**config.mk**
```make
export PLATFORM = sky130hd
export DESIGN_NAME = cap_chan
export DESIGN_NICKNAME = d
export VERILOG_FILES = /design/src/rtl/cap_chan_pkg.sv /design/src/rtl/cap_chan_tag.sv /design/src/rtl/cap_chan_sel.sv /design/src/rtl/cap_chan.sv
export SDC_FILE = /design/constraint.sdc
export NUM_CORES = 1
export LEC_CHECK = 0
export BUFFER_PORTS_ARGS = -buffer_cell sky130_fd_sc_hd__buf_4
export CAP_MARGIN = 10
export CORE_MARGIN = 2
export CORE_UTILIZATION = 51
export DETAILED_ROUTE_END_ITERATION = 10
export PLACE_DENSITY = 0.89
export SYNTH_ARGS = -nofsm -noshare
export SYNTH_HDL_FRONTEND = slang
export SYNTH_SLANG_ARGS = --single-unit
```
**constraint.sdc**
```tcl
create_clock -name clk -period 5.42 [get_ports clk]
set_input_delay 0.271 -clock clk [delete_from_list [all_inputs] [get_ports clk]]
set_output_delay 0.271 -clock clk [all_outputs]
set_load 0.03 [all_outputs]
```
**src/rtl/cap_chan_pkg.sv**
```systemverilog
package cap_chan_pkg;
    typedef enum logic [1:0] {
        CM_PLAIN = 2'd0,
        CM_MIN   = 2'd1,
        CM_MAX   = 2'd2,
        CM_RSVD  = 2'd3
    } cap_mode_e;
endpackage

```
**src/rtl/cap_chan_tag.sv**
```systemverilog
// Builds the value to store: the raw count, or the count with its top bit
// replaced by the ramp direction when a short dual-slope period is in use.
module cap_chan_tag #(
    parameter int CNT_W = 16
) (
    input  logic [CNT_W-1:0] cnt_i,
    input  logic             dir_down_i,
    input  logic [CNT_W-1:0] top_i,
    input  logic             dual_slope_i,
    output logic [CNT_W-1:0] cand_o
);
    localparam logic [CNT_W-1:0] HALF_MAX = {1'b0, {(CNT_W-1){1'b1}}};

    logic tag_on;

    always_comb begin
        tag_on = dual_slope_i && (top_i < HALF_MAX);
        if (tag_on) begin
            cand_o = {dir_down_i, cnt_i[CNT_W-2:0]};
        end else begin
            cand_o = cnt_i;
        end
    end
endmodule

```
**src/rtl/cap_chan_sel.sv**
```systemverilog
// Decides whether an accepted event may overwrite the held value.
module cap_chan_sel
    import cap_chan_pkg::*;
#(
    parameter int CNT_W = 16
) (
    input  logic [1:0]       mode_i,
    input  logic [CNT_W-1:0] cand_i,
    input  logic [CNT_W-1:0] held_i,
    input  logic             seeded_i,
    input  logic             dir_down_i,
    input  logic [CNT_W-1:0] raw_cnt_i,
    output logic             take_o
);
    logic zero_up;

    always_comb begin
        zero_up = !dir_down_i && (raw_cnt_i == '0);
        unique case (cap_mode_e'(mode_i))
            CM_MIN:  take_o = !zero_up && (!seeded_i || (cand_i < held_i));
            CM_MAX:  take_o = !seeded_i || (cand_i > held_i);
            default: take_o = 1'b1;
        endcase
    end
endmodule

```
**src/rtl/cap_chan.sv**
```systemverilog
module cap_chan
    import cap_chan_pkg::*;
#(
    parameter int CNT_W = 16
) (
    input  logic             clk,
    input  logic             rst_n,
    input  logic [CNT_W-1:0] cnt_i,
    input  logic             dir_down_i,
    input  logic [CNT_W-1:0] top_i,
    input  logic             dual_slope_i,
    input  logic             cap_en_i,
    input  logic [1:0]       mode_i,
    input  logic             cap_evt_i,
    input  logic             mf_clr_i,
    input  logic             err_clr_i,
    output logic [CNT_W-1:0] cap_val_o,
    output logic             mf_o,
    output logic             err_o
);
    typedef struct packed {
        logic [CNT_W-1:0] val;
        logic             seeded;
        logic             mf;
        logic             err;
    } chan_st_t;

    chan_st_t st_d, st_q;

    logic [CNT_W-1:0] cand;
    logic             take;
    logic             accept;
    logic             refuse;
    logic             store;

    cap_chan_tag #(.CNT_W(CNT_W)) u_tag (
        .cnt_i        (cnt_i),
        .dir_down_i   (dir_down_i),
        .top_i        (top_i),
        .dual_slope_i (dual_slope_i),
        .cand_o       (cand)
    );

    cap_chan_sel #(.CNT_W(CNT_W)) u_sel (
        .mode_i     (mode_i),
        .cand_i     (cand),
        .held_i     (st_q.val),
        .seeded_i   (st_q.seeded),
        .dir_down_i (dir_down_i),
        .raw_cnt_i  (cnt_i),
        .take_o     (take)
    );

    always_comb begin
        accept = cap_evt_i && cap_en_i;
        refuse = accept && st_q.mf;
        store  = accept && !st_q.mf && take;

        st_d        = st_q;
        st_d.val    = store ? cand : st_q.val;
        st_d.seeded = st_q.seeded || store;
        st_d.mf     = store || (st_q.mf && !mf_clr_i);
        st_d.err    = refuse || (st_q.err && !err_clr_i);
    end

    always_ff @(posedge clk or negedge rst_n) begin
        if (!rst_n) begin
            st_q <= '0;
        end else begin
            st_q <= st_d;
        end
    end

    assign cap_val_o = st_q.val;
    assign mf_o      = st_q.mf;
    assign err_o     = st_q.err;
endmodule

```
# Yosys cells after proc, flatten, opt, wreduce, memory -nomap -nowiden

Cells that the tools add are included.

Multiplexer cells: 2
Magnitude comparators: 3
$add $sub $neg: 0
Divide/modulo/power cells: 0
Equal/unequal tests: 2
Multiply operators: 0
Shift operators: 0
Reductions and logical operators: 21
Bitwise operators: 0

Operators with widths:

| operator             | count |
|---|---|
| $gt 16x16->1         | 1 |
| $logic_not 16->1     | 1 |
| $lt 16x15->1 const B | 1 |
| $lt 16x16->1         | 1 |
| $mux 16              | 1 |
| $logic_and 1x1->1    | 9 |
| $logic_not 1->1      | 6 |
| $logic_or 1x1->1     | 5 |
| $eq 2x1->1 const B   | 1 |
| $eq 2x2->1 const B   | 1 |
| $pmux 1 s2           | 1 |

Memories: 0
Memory bits (writable): 0
Word-level logic and storage cells: 32
Output and inout port bits: 18
Latch bits: 0
Flip-flop bits (word level): 19
Bits in read-only memories: 0

# Logic depth before layout (Yosys ltp)

Depth in word-level cells: 9
Gate-level depth with buffers: 13
Mapped depth without buffers: 11

# Modules after synthesis

A second synthesis with hierarchy kept.

Cell total of the unflattened synthesis: 151
Area, all modules: 1545.2 um^2

Modules (own cells, without submodules):

| module       | seq. area each (um^2) | area each (um^2) | cells an instance | instances |
|---|---|---|---|---|
| cap_chan     | 475.5                 | 869.6            | 59                | 1 |
| cap_chan_sel | 0.0                   | 505.5            | 70                | 1 |
| cap_chan_tag | 0.0                   | 170.2            | 22                | 1 |

# Least setup slack after synthesis

OpenSTA, ideal clock, no wires.

Kind: input port to flip-flop
From: input top_i[6]
To: register st_q (netlist bit cap_val_o[0])
Setup time: 125 ps
Arrival: 2863 ps
Setup slack: 2432 ps
Stages on the path: 13
Required time: 5295 ps
Path through: nand4_1 nor4_1 nor3b_1 mux2_2 ha_1 nand4_2 nor3_2 a2111o_1 a2111o_1 a21bo_1 buf_6 buf_12 mux2_4

Word-level cells in the longest chain between the ends: 8
Elaborated cells on any way between the ends: 10
Classes of those cells: order compare: 3; mux: 2; reduce/logical: 5

RTL lines:

| element              | line               | text |
|---|---|---|
| from (decl)          | cap_chan.sv:10     | `input logic [CNT_W-1:0] top_i,` |
| $lt 16x15->1 *       | cap_chan_tag.sv:17 | `tag_on = dual_slope_i && (top_i < HALF_MAX);` |
| $logic_and 1x1->1 *  | cap_chan_tag.sv:17 |  |
| $mux 16 *            | cap_chan_tag.sv:18 | `if (tag_on) begin` |
| named net cand[15]   | cap_chan.sv:30     | `logic [CNT_W-1:0] cand;` |
| $lt 16x16->1         | cap_chan_sel.sv:20 | `CM_MIN: take_o = !zero_up && (!seeded_i \|\| (cand_i < held_i));` |
| $logic_or 1x1->1     | cap_chan_sel.sv:20 |  |
| $logic_and 1x1->1    | cap_chan_sel.sv:20 |  |
| $pmux 1 s2 *         | cap_chan_sel.sv:19 | `unique case (cap_mode_e'(mode_i))` |
| $logic_and 1x1->1 *  | cap_chan.sv:57     | `store = accept && !st_q.mf && take;` |
| to (signal assigned) | cap_chan.sv:70     | `st_q <= st_d;` |
| to (decl)            | cap_chan.sv:28     | `chan_st_t st_d, st_q;` |

Mark *: on every way through the listed nets, which the timed path passes. The rest lies on a longest branch.
A chain may end at the register's enable or synchronous reset.

# Worst setup path in the final report

From: input top_i[14]
To: register st_q (netlist bit cap_val_o[3])

The elaborated chain is that of the path after synthesis.

==> flow_metrics.env <==
export IMPL_status="complete, no violations"
export IMPL_vdd_ir_drop_worst_mv=0.364
export IMPL_p_int_uw=484
export IMPL_synth_edf_count=0
export IMPL_antenna_cells=0
export IMPL_worst_path_largest_cell_delay_ns=0.74
export IMPL_cts_htree_levels=1
export IMPL_port_buffers=59
export IMPL_cp_arrival_ns=3.61
export IMPL_synth_cell_types=33
export IMPL_drt_initial_drc_count=22
export IMPL_hp_class="in -> reg"
export IMPL_p_comb_frac=0.618
export IMPL_setup_tns_final_ns=0
export IMPL_start_kind="input port"
export IMPL_dieArea_sq_um=3080
export IMPL_track_usage=0.224
export IMPL_switching_share=0.448
export IMPL_path_cells="buf_4 > nand4_1 > nor4_1 > nor3b_1 > mux2_2 > ha_1 > nand4_2 > nor4_1 > a31oi_1 > o31a_1 > a21bo_1 > mux2_2"
export IMPL_crit_buf_inv=1
export IMPL_die_y_um=55.5
export IMPL_wl_per_cell_um=15.5
export IMPL_clock_latency_ns=0.30
export IMPL_dr_pass1_iters=5
export IMPL_synth_nets=187
export IMPL_worst_pin_slew_ns=0.843
export IMPL_grt_first_pass_wirelength_um=5470
export IMPL_antenna_found_initial=0
export IMPL_worstPathMaxFanout=17
export IMPL_synth_ff_type="dfrtp_1"
export IMPL_holdWs_ns=0.128
export IMPL_required_ns=5.62
export IMPL_fin_skew_ns=0.00199
export IMPL_clock_power_share=0.084
export IMPL_numCtsBuffers=3
export IMPL_drv_cap=0
export IMPL_ys_warn_count=0
export IMPL_seqPwrFrac=0.298
export IMPL_fmax_ghz=0.293
export IMPL_setup_ws_ns=2.01
export IMPL_period_share=0.630
export IMPL_nets=250
export IMPL_crit_family="compound AO/OA/AOI/OAI gates"
export IMPL_switchingPower_uw=392
export IMPL_ys_ff_latch=19
export IMPL_cts_buffer_depth=2
export IMPL_layout_commonest_cell="buf_4"
export IMPL_avgSynthCellArea_sq_um=10.7
export IMPL_crit_slowest_cell="a21bo_1"
export IMPL_final_util=0.736
export IMPL_area_delta_synth_final_pct=35.9
export IMPL_cts_resized=0
export IMPL_fp_dieW_um=55.5
export IMPL_cp_end_kind="register"
export IMPL_drc=0
export IMPL_vias_per_cell=5.48
export IMPL_rrSetupSlack_ns=2.37
export IMPL_cts_root_buf="clkbuf_4"
export IMPL_start_util=0.542
export IMPL_synthArstFlopShare=1.00
export IMPL_fillers=175
export IMPL_cp_depth=12
export IMPL_synth_area_leaders="dfrtp_1 (35%), ha_1 (17%), mux2_4 (10%)"
export IMPL_final_hold_viol_count=0
export IMPL_synthesis_area_sq_um=1350
export IMPL_post_place_ws_ns=1.73
export IMPL_drive_gt1_frac=0.434
export IMPL_core_area_sq_um=2500
export IMPL_finalCriticalPeriod_ns=3.41
export IMPL_grt_pass1_vias=1291
export IMPL_ioPinCount=60
export IMPL_finalPower_uw=875
export IMPL_cts_setup_buffers=0
export IMPL_vias=1201
export IMPL_synth_cells=127
export IMPL_clkSinkCount=19
export IMPL_rsz0062_at_grt="false"
export IMPL_grt_start_max_net_pins=20
export IMPL_layout_common_cells="buf_4 (59), inv_1 (21), dfrtp_1 (19)"
export IMPL_p_per_area_nw_per_um2=476
export IMPL_yosys_area_top_type="dfrtp_1"
export IMPL_yosysSeqAreaShare=0.351
export IMPL_synth_top_area_frac=0.351
export IMPL_gp_congestion=0.757
export IMPL_p_leak_nw=0.973
export IMPL_cts_tree="built"
export IMPL_rr_worst_depth=8
export IMPL_drv_slew=0
export IMPL_path_clk_slew_ns=0.11
export IMPL_max_slew_margin=0.438
export IMPL_antenna_left=0
export IMPL_rows=18
export IMPL_drt_wl_total_um=3390
export IMPL_holdPathStages=2
export IMPL_worstSetupPathType="in -> reg"
export IMPL_grt_overflow=0
export IMPL_finalSetupViolCount=0
export IMPL_hpwl_um=2720
[routing by layer]
layer / GRT usage / vias up / routed length (um)
li1: - / 579 / -
met1: 0.226 / 575 / 1300
met2: 0.432 / 39 / 1890
met3: 0.0585 / 8 / 148
met4: 0.0801 / 0 / 54
met5: 0 / - / 0
[path summary, 6_finish.rpt]
path                                    start            to
min in group asynchronous               rst_n  cap_val_o[2]
worst min register to register   cap_val_o[9]  cap_val_o[9]
worst min-delay path                 mf_clr_i          mf_o
worst max register to register  cap_val_o[13]  cap_val_o[3]
max in group asynchronous               rst_n  cap_val_o[8]
worst max-delay path                top_i[14]  cap_val_o[3]
[registers in the layout, summed over array words and instances, names as in the netlist]
| signal | cells |
|---|---|
| cap_val_o | 16 |
| err_o | 1 |
| mf_o | 1 |
| st_q | 1 |
[worst reg2reg max path, stage by stage (launching register included)]
cell	delay, ns
dfrtp_1	0.40
inv_1	0.06
ha_1	0.31
nand4_2	0.15
nor4_1	0.41
a31oi_1	0.18
o31a_1	0.27
a21bo_1	0.74
mux2_2	0.42
[final cells by class]
| type | count | area (sq um) | share of cell area |
|---|---|---|---|
| multi-input combinational | 85 | 768 | 0.418 |
| sequential | 19 | 475 | 0.259 |
| tap | 30 | 37.5 | 0.0204 |
| clock buffer | 4 | 26.3 | 0.0143 |
| timing repair buffer | 60 | 453 | 0.246 |
| inverter | 21 | 78.8 | 0.0429 |
[power groups by stage]
stage	Sequential [mW]	Clock, mW	Combinational, mW
3_3_place_gp	0.256	0	0.518
6_report	0.261	0.0735	0.541
4_1_cts	0.259	0.0767	0.543
2_1_floorplan	0.380	0	0.234
5_1_grt	0.266	0.0818	0.583
3_5_place_dp	0.262	0	0.537
[timing repair]
action                                  in CTS  in global routing
endpoints found under the hold margin       19                  0
endpoints found under the setup margin       0                  0
hold buffers                                 1                  0
[Yosys cell counts, drive strengths merged, types with 2 or more instances]
library cell	number
nand2	6
dfrtp	19
mux2	17
nor3	2
nor2b	3
a2111o	2
a21oi	6
nor2	3
ha	18
buf	2
o31a	2
o21ai	2
inv	21
nor4	5
nand4	5
[cell families (layout without fill, tap and decap cells)]
| family | count (synthesis) | in the layout | synth area share |
|---|---|---|---|
| fa+ha+maj | 18 | 18 | 0.166 |
| mux | 17 | 17 | 0.166 |
| buf+inv | 23 | 85 | 0.0813 |
| simple gates | 30 | 30 | 0.130 |
| compound gates | 20 | 20 | 0.104 |
| flops | 19 | 19 | 0.351 |
[through the flow]
stage | instances | area (sq um)
after floorplan | 127 | 1350
after global routing | 219 | 1840
after CTS | 219 | 1840
after detailed placement | 214 | 1800
after global placement | 214 | 1800
final | 219 | 1840
Note: power is estimated with default switching activity, not from simulation.
